$ cat src/rtl/adpcm_nib_pkg.sv
package adpcm_nib_pkg;

  typedef logic [3:0] nib_t;

  // odd accumulator multiplier 2m+1, in eighths of the step
  function automatic logic [3:0] odd_mult(input logic [2:0] mag);
    return {mag, 1'b1};
  endfunction

  // step adaptation factor in 64ths, shared by both signs
  function automatic logic [7:0] adapt_mult(input logic [2:0] mag);
    logic [7:0] f;
    case (mag)
      3'd4:    f = 8'd77;
      3'd5:    f = 8'd102;
      3'd6:    f = 8'd128;
      3'd7:    f = 8'd153;
      default: f = 8'd57;
    endcase
    return f;
  endfunction

endpackage

$ cat src/rtl/adpcm_acc_upd.sv
module adpcm_acc_upd
  import adpcm_nib_pkg::*;
#(
  parameter int SAMP_W = 16,
  parameter int STEP_W = 15
) (
  input  logic signed [SAMP_W-1:0] acc_i,
  input  logic        [STEP_W-1:0] step_i,
  input  nib_t                     code_i,
  output logic signed [SAMP_W-1:0] acc_o,
  output logic                     sat_o
);
  localparam int PROD_W = STEP_W + 4;
  localparam int SUM_W  = ((SAMP_W > PROD_W) ? SAMP_W : PROD_W) + 2;

  localparam logic signed [SUM_W-1:0] LIM_HI =
    {{(SUM_W-SAMP_W+1){1'b0}}, {(SAMP_W-1){1'b1}}};
  localparam logic signed [SUM_W-1:0] LIM_LO = -LIM_HI - 1;

  // unsigned increment magnitude, truncated; sign applied afterwards
  function automatic logic [PROD_W-1:0] inc_mag(input nib_t c, input logic [STEP_W-1:0] s);
    logic [PROD_W-1:0] p;
    p = PROD_W'(odd_mult(c[2:0])) * PROD_W'(s);
    return p >> 3;
  endfunction

  logic signed [SUM_W-1:0] acc_ext, inc_ext, sum;

  always_comb begin
    acc_ext = $signed({{(SUM_W-SAMP_W){acc_i[SAMP_W-1]}}, acc_i});
    inc_ext = $signed({{(SUM_W-PROD_W){1'b0}}, inc_mag(code_i, step_i)});
    sum     = code_i[3] ? (acc_ext - inc_ext) : (acc_ext + inc_ext);
    sat_o   = 1'b0;
    if (sum > LIM_HI) begin
      acc_o = LIM_HI[SAMP_W-1:0];
      sat_o = 1'b1;
    end else if (sum < LIM_LO) begin
      acc_o = LIM_LO[SAMP_W-1:0];
      sat_o = 1'b1;
    end else begin
      acc_o = sum[SAMP_W-1:0];
    end
  end
endmodule

$ cat src/rtl/adpcm_step_upd.sv
module adpcm_step_upd
  import adpcm_nib_pkg::*;
#(
  parameter int STEP_W   = 15,
  parameter int STEP_MIN = 127,
  parameter int STEP_MAX = 24576
) (
  input  logic [STEP_W-1:0] step_i,
  input  nib_t              code_i,
  output logic [STEP_W-1:0] step_o
);
  localparam int PROD_W = STEP_W + 8;
  localparam logic [PROD_W-1:0] LO = PROD_W'(STEP_MIN);
  localparam logic [PROD_W-1:0] HI = PROD_W'(STEP_MAX);

  function automatic logic [PROD_W-1:0] scaled(input logic [STEP_W-1:0] s, input nib_t c);
    logic [PROD_W-1:0] p;
    p = PROD_W'(s) * PROD_W'(adapt_mult(c[2:0]));
    return p >> 6;
  endfunction

  logic [PROD_W-1:0] nxt;

  always_comb begin
    nxt = scaled(step_i, code_i);
    if (nxt > HI)      step_o = HI[STEP_W-1:0];
    else if (nxt < LO) step_o = LO[STEP_W-1:0];
    else               step_o = nxt[STEP_W-1:0];
  end
endmodule

$ cat src/rtl/adpcm_nib_dec.sv
module adpcm_nib_dec
  import adpcm_nib_pkg::*;
#(
  parameter int SAMP_W    = 16,
  parameter int STEP_W    = 15,
  parameter int STEP_MIN  = 127,
  parameter int STEP_MAX  = 24576,
  parameter int STEP_INIT = 127
) (
  input  logic                     clk_i,
  input  logic                     rst_ni,
  input  logic                     restart_i,
  input  logic                     code_vld_i,
  input  logic [3:0]               code_i,
  output logic signed [SAMP_W-1:0] sample_o,
  output logic signed [SAMP_W-1:0] prev_o,
  output logic        [STEP_W-1:0] step_o
);
  localparam logic [STEP_W-1:0] STEP_RST = STEP_W'(STEP_INIT);

  // named events for the checks below
  logic rst_fire, upd_fire, acc_sat;
  assign rst_fire = restart_i;
  assign upd_fire = code_vld_i & ~restart_i;

  logic signed [SAMP_W-1:0] acc_nxt;
  logic        [STEP_W-1:0] step_nxt;

  adpcm_acc_upd #(.SAMP_W(SAMP_W), .STEP_W(STEP_W)) u_acc (
    .acc_i (sample_o),
    .step_i(step_o),
    .code_i(code_i),
    .acc_o (acc_nxt),
    .sat_o (acc_sat)
  );

  adpcm_step_upd #(.STEP_W(STEP_W), .STEP_MIN(STEP_MIN), .STEP_MAX(STEP_MAX)) u_step (
    .step_i(step_o),
    .code_i(code_i),
    .step_o(step_nxt)
  );

  always_ff @(posedge clk_i or negedge rst_ni) begin
    if (!rst_ni) begin
      sample_o <= '0;
      prev_o   <= '0;
      step_o   <= STEP_RST;
    end else if (rst_fire) begin
      sample_o <= '0;
      prev_o   <= '0;
      step_o   <= STEP_RST;
    end else if (upd_fire) begin
      prev_o   <= sample_o;
      sample_o <= acc_nxt;
      step_o   <= step_nxt;
    end
  end

  // restart wins over a simultaneous code
  p_restart_state_r2: assert property (@(posedge clk_i) disable iff (!rst_ni)
    rst_fire |=> (sample_o == '0 && prev_o == '0 && step_o == STEP_RST));

  // previous sample follows the accumulator by one update
  p_prev_follow_r3: assert property (@(posedge clk_i) disable iff (!rst_ni)
    upd_fire |=> prev_o == $past(sample_o));

  // a positive code never lowers the sample
  p_pos_dir_r4: assert property (@(posedge clk_i) disable iff (!rst_ni)
    (upd_fire && !code_i[3]) |=> sample_o >= $past(sample_o));

  // a negative code never raises the sample
  p_neg_dir_r4: assert property (@(posedge clk_i) disable iff (!rst_ni)
    (upd_fire && code_i[3]) |=> sample_o <= $past(sample_o));

  // step stays within its limits
  p_step_range_r7: assert property (@(posedge clk_i) disable iff (!rst_ni)
    (step_o >= STEP_W'(STEP_MIN)) && (step_o <= STEP_W'(STEP_MAX)));

  // idle cycles hold all state
  p_idle_hold_r8: assert property (@(posedge clk_i) disable iff (!rst_ni)
    (!code_vld_i && !restart_i) |=> ($stable(sample_o) && $stable(prev_o) && $stable(step_o)));

  // a saturating update lands on a rail
  p_sat_rail_r6: assert property (@(posedge clk_i) disable iff (!rst_ni)
    (upd_fire && acc_sat) |=> (sample_o == {1'b0, {(SAMP_W-1){1'b1}}} ||
                               sample_o == {1'b1, {(SAMP_W-1){1'b0}}}));
endmodule

$ cat config.mk
export PLATFORM = sky130hd
export DESIGN_NAME = adpcm_nib_dec
export DESIGN_NICKNAME = d
export VERILOG_FILES = /design/src/rtl/adpcm_nib_pkg.sv /design/src/rtl/adpcm_acc_upd.sv /design/src/rtl/adpcm_step_upd.sv /design/src/rtl/adpcm_nib_dec.sv
export SDC_FILE = /design/constraint.sdc
export NUM_CORES = 1
export LEC_CHECK = 0
export ABC_AREA = 0
export BUFFER_PORTS_ARGS = -buffer_cell sky130_fd_sc_hd__buf_4
export CAP_MARGIN = 20
export CORE_ASPECT_RATIO = 0.6
export CORE_MARGIN = 2
export CORE_UTILIZATION = 55
export CTS_CLUSTER_DIAMETER = 80
export DETAILED_ROUTE_END_ITERATION = 10
export PLACE_DENSITY = 0.73
export SLEW_MARGIN = 20
export SYNTH_ARGS = -nofsm -noshare
export SYNTH_HDL_FRONTEND = slang
export SYNTH_SLANG_ARGS = --single-unit
export TNS_END_PERCENT = 30
$ cat constraint.sdc
create_clock -name clk_i -period 7.4 [get_ports clk_i]
set_input_delay 1.85 -clock clk_i [delete_from_list [all_inputs] [get_ports clk_i]]
set_output_delay 1.85 -clock clk_i [all_outputs]
set_load 0.02 [all_outputs]
==> flow_metrics.tcl <==
set metrics [dict create \
    cts_tree "yes" \
    antenna_cells 0 \
    worstPathArrival_ns 7.76 \
    syn_nets 1194 \
    place_congestion 0.925 \
    grt_use_met1 0.477 \
    post-route-drc-count 0 \
    clock_skew_ns 0.00766 \
    wl_um 25700 \
    syn_area_sq_mm 0.00876 \
    layout-drive-gt1-share 0.298 \
    relSlewSlack 0.576 \
    use_met3 0.0629 \
    clk_path_buf_depth 2 \
    grt_start_max_net_pins 48 \
    multi_input_area_sq_mm 0.00723 \
    rsz0062_at_grt "yes" \
    initialDrtViolationCount 713 \
    crit_fanout 13 \
    final_cell_mix "buf_4 (261), inv_1 (151), fa_1 (104)" \
    grt-busiest-layer "met1" \
    maxSlewViolCount 0 \
    track_usage 0.308 \
    overflow 0 \
    regArea_sq_mm 0.00118 \
    fmax_mhz 132 \
    fillers 1134 \
    die-area_sq_mm 0.0170 \
    antenna_found_initial 0 \
    synthToLayoutAreaGrowth_pct 30.6 \
    finalSetupViolCount 15 \
    fin_hold_ws_ns 0.527 \
    die_height_um 102 \
    synthFlopType "dfrtp_1" \
    cts_max_level 2 \
    clk_latency_ns 0.30 \
    coreArea_sq_mm 0.0155 \
    violations "setup timing" \
    cp.required_ns 7.57 \
    hpwlAfterDp_um 20100 \
    yosysWarnings 0 \
    crit_type "in -> reg" \
    clock-sinks 47 \
    initial_core_util 0.567 \
    grt_pass1_vias 8037 \
    syn_area_per_cell_sq_um 8.73 \
    critical_path.slowest_cell "fa_1" \
    drt-pass1-iter-count 5 \
    num_vias 8279 \
    ys_seq_area_frac 0.135 \
    synth-async-reset-ratio 1.00 \
    grt_pass1_wl_um 41800 \
    ys_ff_latch 47 \
    hold_buffers 0 \
    synthDistinctLibCells 85 \
    finalHoldViolCount 0 \
    cts_buffers 5 \
    cts-root-buf "clkbuf_16" \
    clk_pin_slew_ns 0.07 \
    end_kind "flop" \
    worstSetupStartpointType "primary input" \
    io_buffers 54 \
    worst_pin_slew_ns 0.636 \
    use_met2 0.462 \
    hold_path.class "reg -> reg" \
    finalCritPeriodShare 1.03 \
    num_rows 35 \
    synth-edff-count 0 \
    final_common_cell "buf_4" \
    slowest_delay_ns 0.48 \
    viasPerCell 5.77 \
    setup_ws_ns -0.186 \
    cap_violations 0 \
    num_io_pins 55 \
    wl_per_cell_um 17.9 \
    cp_common_cell "buf_4" \
    synthCells 1003 \
    status "finished, violations left" \
    finalCriticalPeriod_ns 7.59 \
    drtAntennaViolNets 0 \
    die_w_um 167 \
    final_nets 1422 \
]
-- per-layer routing --
metal | routed length [um] | vias to the layer above
li1 | - | 3814
met1 | 12200 | 4055
met2 | 10700 | 392
met3 | 2510 | 18
met4 | 187 | 0
met5 | 0 | -
-- per-stage QoR --
step	util	setup TNS [ns]	cell area [sq um]	instances	setup WS [ns]
after floorplan	-	-2.04	8900	1003	-0.175
after global placement	0.692	-10.32	10700	1399	-0.432
after detailed placement	0.692	-14.91	10700	1399	-0.576
after CTS	0.723	-0.0110	11200	1428	-0.0110
after global routing	0.740	-6.79	11400	1435	-0.335
final	0.740	-2.19	11400	1435	-0.186
-- synth_stat cells, types with 4 or more instances --
cell	instances	area share
a22o_1	8	0.0080
ha_1	79	0.11
dfrtp_1	40	0.11
dfstp_2	7	0.021
nand3_1	11	0.0063
a21oi_1	41	0.023
buf_2	4	0.0023
o21bai_1	7	0.0060
or2_2	4	0.0029
xnor2_1	28	0.028
and2_1	62	0.044
a221oi_1	4	0.0040
a21o_1	23	0.020
o21a_1	9	0.0077
nand2b_1	9	0.0064
a211oi_1	12	0.010
nand4_1	4	0.0029
or4_1	4	0.0034
nand2_1	77	0.033
a221o_1	13	0.015
a31oi_1	6	0.0043
o31ai_1	5	0.0043
xor2_1	24	0.024
nor2b_1	12	0.0086
inv_1	155	0.066
o31a_1	4	0.0040
or3_1	5	0.0036
fa_1	104	0.24
nor3_1	13	0.0074
clkbuf_1	32	0.014
o21ai_0	18	0.010
nor2_1	72	0.031
clkbuf_2	4	0.0023
and3_1	17	0.012
mux2i_1	17	0.019
-- final cells by class --
type | instances | area share
clock buffers | 6 | 0.0113
clock inverters | 2 | 0.00525
inverters | 155 | 0.0508
multi-input cells | 758 | 0.632
flip-flops and latches | 47 | 0.104
well taps | 203 | 0.0222
repair buffers | 264 | 0.175
-- critical path, delay by kind of cell --
family | cells | cell delay [ns]
adders and majority gates | 3 | 1.33
and+or+nand+nor | 5 | 0.91
xor gates and xnor gates | 1 | 0.42
AOI/OAI and AO/OA | 5 | 1.22
buffers and inverters | 15 | 1.98
-- final timing paths --
check                           start           to  slack [ns]  cells after the start
max                         code_i[0]  sample_o[2]       -0.19                     29
min                        prev_o[14]   prev_o[14]        0.53                      2
max reg2reg                 step_o[5]  sample_o[2]        0.84                     27
min in group asynchronous      rst_ni    prev_o[5]        1.57                      1
max in group asynchronous      rst_ni   step_o[13]        5.40                      1
min reg2reg                prev_o[14]   prev_o[14]        0.53                      2
-- cells by family (layout without fill, tap and decap cells) --
kind of cell | after synthesis | in the layout | synth area share
compound gates | 194 | 194 | 0.165
xor+xnor | 55 | 55 | 0.0591
fa+ha+maj | 183 | 183 | 0.351
buf+inv | 198 | 427 | 0.0873
flops | 47 | 47 | 0.135
mux | 19 | 19 | 0.0224
simple gates | 307 | 307 | 0.180
-- what timing repair did --
| action | CTS | global route |
|---|---|---|
| setup endpoints to repair | 28 | 31 |
| resized for setup | 22 | 44 |
| pin swaps | 22 | 23 |
| buffers inserted | 21 | 7 |
-- sequential cells by signal, indices dropped and copies added (netlist names) --
name	cells
prev_o	16
sample_o	16
step_o	15
Power is not shown: default switching activity piles up to over one toggle a cycle in this logic, so the estimate is an artifact.
